**src/rtl/strobe_sync_pkg.sv**
```systemverilog
`timescale 1ns/1ps
package strobe_sync_pkg;
  // Per-strobe view taken from the register chain
  typedef struct packed {
    logic level;  // strobe active (second stage low)
    logic lead;   // first active cycle
    logic trail;  // first inactive cycle after an active run
  } strobe_view_t;

  localparam int CH_RD  = 0;
  localparam int CH_WR  = 1;
  localparam int NUM_CH = 2;
endpackage

```
**src/rtl/strobe_sync_chain.sv**
```systemverilog
`timescale 1ns/1ps
module strobe_sync_chain #(
  parameter int STAGES = 2
) (
  input  logic                         clk,
  input  logic                         rst_n,
  input  logic                         raw_n,
  output strobe_sync_pkg::strobe_view_t view
);
  // STAGES synchronizer flops plus one history flop for edge detection
  logic [STAGES:0] sh;

  always_ff @(posedge clk or negedge rst_n) begin
    if (!rst_n) sh <= '1;                       // deasserted level
    else        sh <= {sh[STAGES-1:0], raw_n};
  end

  assign view.level = ~sh[STAGES-1];
  assign view.lead  = ~sh[STAGES-1] &  sh[STAGES];
  assign view.trail =  sh[STAGES-1] & ~sh[STAGES];
endmodule

```
**src/rtl/strobe_timing_check.sv**
```systemverilog
`timescale 1ns/1ps
module strobe_timing_check #(
  parameter int MIN_ASSERT = 2,
  parameter int MIN_GAP    = 2
) (
  input  logic                          clk,
  input  logic                          rst_n,
  input  strobe_sync_pkg::strobe_view_t view,
  output logic                          ok_trail,
  output logic                          short_flag,
  output logic                          gap_flag
);
  localparam int AW = $clog2(MIN_ASSERT + 1);
  localparam int GW = $clog2(MIN_GAP + 1);
  localparam logic [AW-1:0] A_SAT = AW'(MIN_ASSERT);
  localparam logic [GW-1:0] G_SAT = GW'(MIN_GAP);

  logic [AW-1:0] hold_cnt;  // active cycles so far, saturating
  logic [GW-1:0] idle_cnt;  // inactive cycles so far, saturating

  always_ff @(posedge clk or negedge rst_n) begin
    if (!rst_n) begin
      hold_cnt <= '0;
      idle_cnt <= G_SAT;   // first access after reset never flags a gap
    end else if (view.level) begin
      idle_cnt <= '0;
      if (hold_cnt != A_SAT) hold_cnt <= hold_cnt + 1'b1;
    end else begin
      hold_cnt <= '0;
      if (idle_cnt != G_SAT) idle_cnt <= idle_cnt + 1'b1;
    end
  end

  assign ok_trail   = view.trail & (hold_cnt == A_SAT);
  assign short_flag = view.trail & (hold_cnt != A_SAT);
  assign gap_flag   = view.lead  & (idle_cnt != G_SAT);
endmodule

```
**src/rtl/strobe_arbiter.sv**
```systemverilog
`timescale 1ns/1ps
module strobe_arbiter (
  input  logic clk,
  input  logic rst_n,
  input  logic rd_level,
  input  logic wr_level,
  input  logic rd_ok,
  input  logic wr_ok,
  output logic rd_done,
  output logic wr_done,
  output logic conflict
);
  logic rd_spoiled;  // current read overlapped a write

  always_ff @(posedge clk or negedge rst_n) begin
    if (!rst_n)                   rd_spoiled <= 1'b0;
    else if (rd_level & wr_level) rd_spoiled <= 1'b1;
    else if (!rd_level)           rd_spoiled <= 1'b0;
  end

  assign wr_done  = wr_ok;
  assign rd_done  = rd_ok & ~rd_spoiled;
  assign conflict = rd_level & wr_level;
endmodule

```
**src/rtl/strobe_edge_sync.sv**
```systemverilog
`timescale 1ns/1ps
module strobe_edge_sync #(
  parameter int STAGES     = 2,
  parameter int MIN_ASSERT = 2,
  parameter int MIN_GAP    = 2
) (
  input  logic clk,
  input  logic rst_n,
  input  logic rd_n_async,
  input  logic wr_n_async,
  output logic rd_active,
  output logic wr_active,
  output logic rd_done,
  output logic wr_done,
  output logic short_err,
  output logic gap_err,
  output logic conflict
);
  import strobe_sync_pkg::*;

  logic [NUM_CH-1:0] raw_n;
  strobe_view_t      view [NUM_CH];
  logic [NUM_CH-1:0] ok_v, short_v, gap_v;

  assign raw_n[CH_RD] = rd_n_async;
  assign raw_n[CH_WR] = wr_n_async;

  for (genvar c = 0; c < NUM_CH; c++) begin : g_ch
    strobe_sync_chain #(.STAGES(STAGES)) u_chain (
      .clk   (clk),
      .rst_n (rst_n),
      .raw_n (raw_n[c]),
      .view  (view[c])
    );
    strobe_timing_check #(.MIN_ASSERT(MIN_ASSERT), .MIN_GAP(MIN_GAP)) u_time (
      .clk        (clk),
      .rst_n      (rst_n),
      .view       (view[c]),
      .ok_trail   (ok_v[c]),
      .short_flag (short_v[c]),
      .gap_flag   (gap_v[c])
    );
  end

  strobe_arbiter u_arb (
    .clk      (clk),
    .rst_n    (rst_n),
    .rd_level (view[CH_RD].level),
    .wr_level (view[CH_WR].level),
    .rd_ok    (ok_v[CH_RD]),
    .wr_ok    (ok_v[CH_WR]),
    .rd_done  (rd_done),
    .wr_done  (wr_done),
    .conflict (conflict)
  );

  assign rd_active = view[CH_RD].level;
  assign wr_active = view[CH_WR].level;
  assign short_err = |short_v;
  assign gap_err   = |gap_v;
endmodule

```
**config.mk**
```make
export PLATFORM = sky130hd
export DESIGN_NAME = strobe_edge_sync
export DESIGN_NICKNAME = d
export VERILOG_FILES = /design/src/rtl/strobe_sync_pkg.sv /design/src/rtl/strobe_sync_chain.sv /design/src/rtl/strobe_timing_check.sv /design/src/rtl/strobe_arbiter.sv /design/src/rtl/strobe_edge_sync.sv
export SDC_FILE = /design/constraint.sdc
export NUM_CORES = 1
export LEC_CHECK = 0
export CAP_MARGIN = 30
export CORE_MARGIN = 4
export CORE_UTILIZATION = 48
export CTS_CLUSTER_SIZE = 25
export DETAILED_ROUTE_END_ITERATION = 6
export PLACE_DENSITY = 0.84
export SLEW_MARGIN = 10
export SYNTH_ARGS = -nofsm -noshare
export SYNTH_HDL_FRONTEND = slang
export SYNTH_SLANG_ARGS = --single-unit
export TNS_END_PERCENT = 20
```
**constraint.sdc**
```tcl
create_clock -name clk -period 1.7 [get_ports clk]
set_clock_uncertainty 0.2 [all_clocks]
set_input_delay 0.255 -clock clk [delete_from_list [all_inputs] [get_ports clk]]
set_output_delay 0.255 -clock clk [all_outputs]
set_load 0.005 [all_outputs]
```
==> results.py <==
metrics = {
    "status": {
        "run_status": "complete, but fails checks",
        "violations": "negative setup slack",
    },
    "clock_network": {
        "clock_sinks": 15,
        "htreeDepth": 1,
        "numCtsBuffers": 3,
        "clockBufferDepth": 2,
        "cts_tree": "done",
        "insertion_delay_ns": 0.28,
        "path_clk_slew_ns": 0.08,
        "root_buffer": "clkbuf_4",
    },
    "placed_design": {
        "placed_cells": 93,
        "port_buffers": 10,
        "dp_slack_ns": -0.1518,
        "gp_congestion": 0.7251,
        "post-dp-hpwl_um": 881.9,
        "placed_area_um2": 850.8,
    },
    "synth": {
        "synth_edf_count": 0,
        "synth_top_area_share_pct": 33.47,
        "post_synth_and_or_nand_nor_area_fraction_pct": 13.75,
        "synth_cells": 55,
        "synthTopCellsByCount": "dfstp_2 (8), nor2_1 (8), dfrtp_1 (7), inv_1 (6)",
        "synth-seq-area-share_pct": 61.35,
        "synth_top_family_by_area": "simple AND/OR/NAND/NOR gates",
        "synth_nets": 63,
        "syn_avg_cell_area_um2": 11.42,
        "ys.flop_type": "dfstp_2",
        "synth_area_um2": 628.1,
        "synthTopCellsByArea": "dfstp_2 (33%), dfrtp_1 (28%), ha_1 (8.0%), xor2_1 (5.6%), nor2_1 (4.8%)",
        "synth.distinct_cells": 17,
        "synth_xor_xnor_area_share_pct": 5.578,
        "synth-compound-area-share_pct": 7.171,
        "synth.ff_latch_count": 15,
        "synthArstFlopShare_pct": 100.0,
        "yosysWarnings": 0,
        "synth_fa_ha_area_share_pct": 7.968,
        "synthMuxAreaShare_pct": 0,
        "yosysTopAreaCell": "dfstp_2",
    },
    "cells_and_area": {
        "fin_cells": 99,
        "fillers": 86,
        "n_antenna_cell": 0,
        "design_area_um2": 904.6,
        "syn_to_final_growth_pct": 44.02,
        "final_nets": 94,
        "drive_gt1_share_pct": 43.53,
    },
    "setup_path": {
        "crit_path_cell_trace": "ha_4, nor2_2, a22o_1, buf_2",
        "path_buf_inv": 1,
        "cp-start-kind": "register",
        "path_max_fanout": 2,
        "critPathTopFamily": "flip-flops",
        "reg2reg_slack_ns": 0.33,
        "critical-path-slowest-cell": "dfstp_2",
        "crit_path_start": "g_ch[1].u_time.idle_cnt[1]",
        "crit_arrival_ns": 1.33,
        "critical_path_class": "register to output port",
        "required_ns": 1.24,
        "worst-path-stages": 4,
        "r2r_start": "g_ch[0].u_time.idle_cnt[1]",
        "cpPeakStageDelay_ns": 0.56,
        "cp-end-kind": "output port",
        "crit_end": "gap_err",
        "reg2reg_to": "g_ch[0].u_time.idle_cnt[1]",
        "worst_r2r_path_depth": 3,
    },
    "routing": {
        "ant_nets": 0,
        "drt-pass1-iter-count": 2,
        "drc": 0,
        "via_count": 476,
        "routed_wl_mm": 1.192,
        "drt_iter0_markers": 1,
        "wl_per_cell_um": 12.04,
        "avgViaCountPerCell": 4.808,
    },
    "global_route": {
        "grt_max_degree": 16,
        "grt_pass1_vias": 495,
        "antenna_found_initial": 0,
        "grt_pass1_wl_mm": 2.145,
        "overflow": 0,
        "track_usage_pct": 15.72,
    },
    "floorplan": {
        "rows": 12,
        "initial_core_util_pct": 53.63,
        "io_pins": 11,
        "core_mm2": 0.001171,
        "die_x_um": 44.18,
        "dieHeight_um": 44.18,
        "dieArea_mm2": 0.001951,
    },
    "min_path": {
        "hold_class": "input port to async pin",
    },
    "timing": {
        "hold_viol": 0,
        "rsz0062_at_grt": "true",
        "fin_crit_sh_pct": 105.1,
        "period_needed_ns": 1.786,
        "setup_viol": 4,
        "slew-limit-headroom_pct": 85.80,
        "fmax_mhz": 559.8,
        "drv_slew": 0,
        "worst_pin_slew_ns": 0.2117,
        "fin_ws_ns": -0.08625,
    },
    "power": {
        "power_density_mw_per_mm2": 1289,
        "leakage_nw": 0.4438,
        "vdd_drop_max_mv": 0.8378,
    },
    "run": {
        "drv_cap": 0,
    },
}
## per-stage QoR
stage / power [W] / hold WS [ns] / setup TNS, ns / util, %
final: 0.001166 / 0.08509 / -0.1784 / 77.24
after global routing: 0.001283 / 0.08183 / -0.5961 / 77.24
after floorplan: 0.0007231 / -0.2406 / 0 / -
after CTS: 0.001178 / 0.07699 / -0.2509 / 77.46
after global placement: 0.0009134 / 0.1458 / -0.1806 / 72.65
after detailed placement: 0.0009453 / 0.1487 / -0.2944 / 72.65
## where the power goes
part	switching (W)	leakage (nW)	total (W)	internal, W
clock network	0.000104	0.0150	0.000195	0.0000910
registers	0.0000468	0.173	0.000501	0.000454
logic	0.000202	0.256	0.000470	0.000268
## routing by layer
metal	part of all wire (%)	track usage, %	wire length (µm)	up-vias
li1	-	-	-	239
met1	41	17.36	484	224
met2	52	27.33	625	11
met3	5.0	3.659	60	2
met4	1.8	9.036	22	0
met5	0	0	0	-
## flip-flops by register name (all words and copies together) (netlist names)
| name | cells |
|---|---|
| u_arb.rd_spoiled | 1 |
| g_ch.u_chain.sh | 6 |
| g_ch.u_time.idle_cnt | 4 |
| g_ch.u_time.hold_cnt | 4 |
## timing repair
| item | CTS | global route |
|---|---|---|
| endpoints found under the hold margin | 0 | 0 |
| cloned | 0 | 0 |
| endpoints found under the setup margin | 7 | 7 |
| hold buffers | 0 | 0 |
| gates resized for setup | 24 | 3 |
| pin swaps | 1 | 1 |
| buffers inserted | 2 | 0 |
## layout by cell type, fill, tap and decap left out, types with 4 or more instances in the layout
| cell type | count |
|---|---|
| buf_2 | 4 |
| buf_4 | 16 |
| dfrtp_1 | 7 |
| dfstp_2 | 8 |
| inv_1 | 6 |
| nor2_1 | 7 |
| xor2_1 | 4 |
## area by class of cell
class,instances,area [µm²],area share [%]
well taps,14,17.52,1.936
flip-flops and latches,15,385.4,42.60
clock buffers,4,26.28,2.905
repair buffers,26,197.7,21.85
inverters,7,26.28,2.905
multi-input cells,33,251.5,27.80
## how the worst min path moves through the flow
stage                     slack, ns                   from  depth (start not counted)                         end
after CTS                      0.08                  rst_n                          2  g_ch[1].u_time.hold_cnt[1]
after global routing           0.08                  rst_n                          2  g_ch[1].u_time.hold_cnt[1]
final                          0.09                  rst_n                          2  g_ch[1].u_time.hold_cnt[1]
after floorplan               -0.24                  rst_n                          0  g_ch[0].u_time.hold_cnt[0]
after detailed placement       0.15  g_ch[0].u_chain.sh[0]                          0       g_ch[0].u_chain.sh[1]
after global placement         0.15  g_ch[1].u_chain.sh[0]                          0       g_ch[1].u_chain.sh[1]
## logic make-up (layout without fill, tap and decap cells)
group	Yosys count	in the layout
simple gates	18	18
buf+inv	7	37
fa+ha+maj	4	4
flops	15	15
xor+xnor	4	4
compound gates	7	7
No activity file was read; power rests on OpenSTA's default activity.
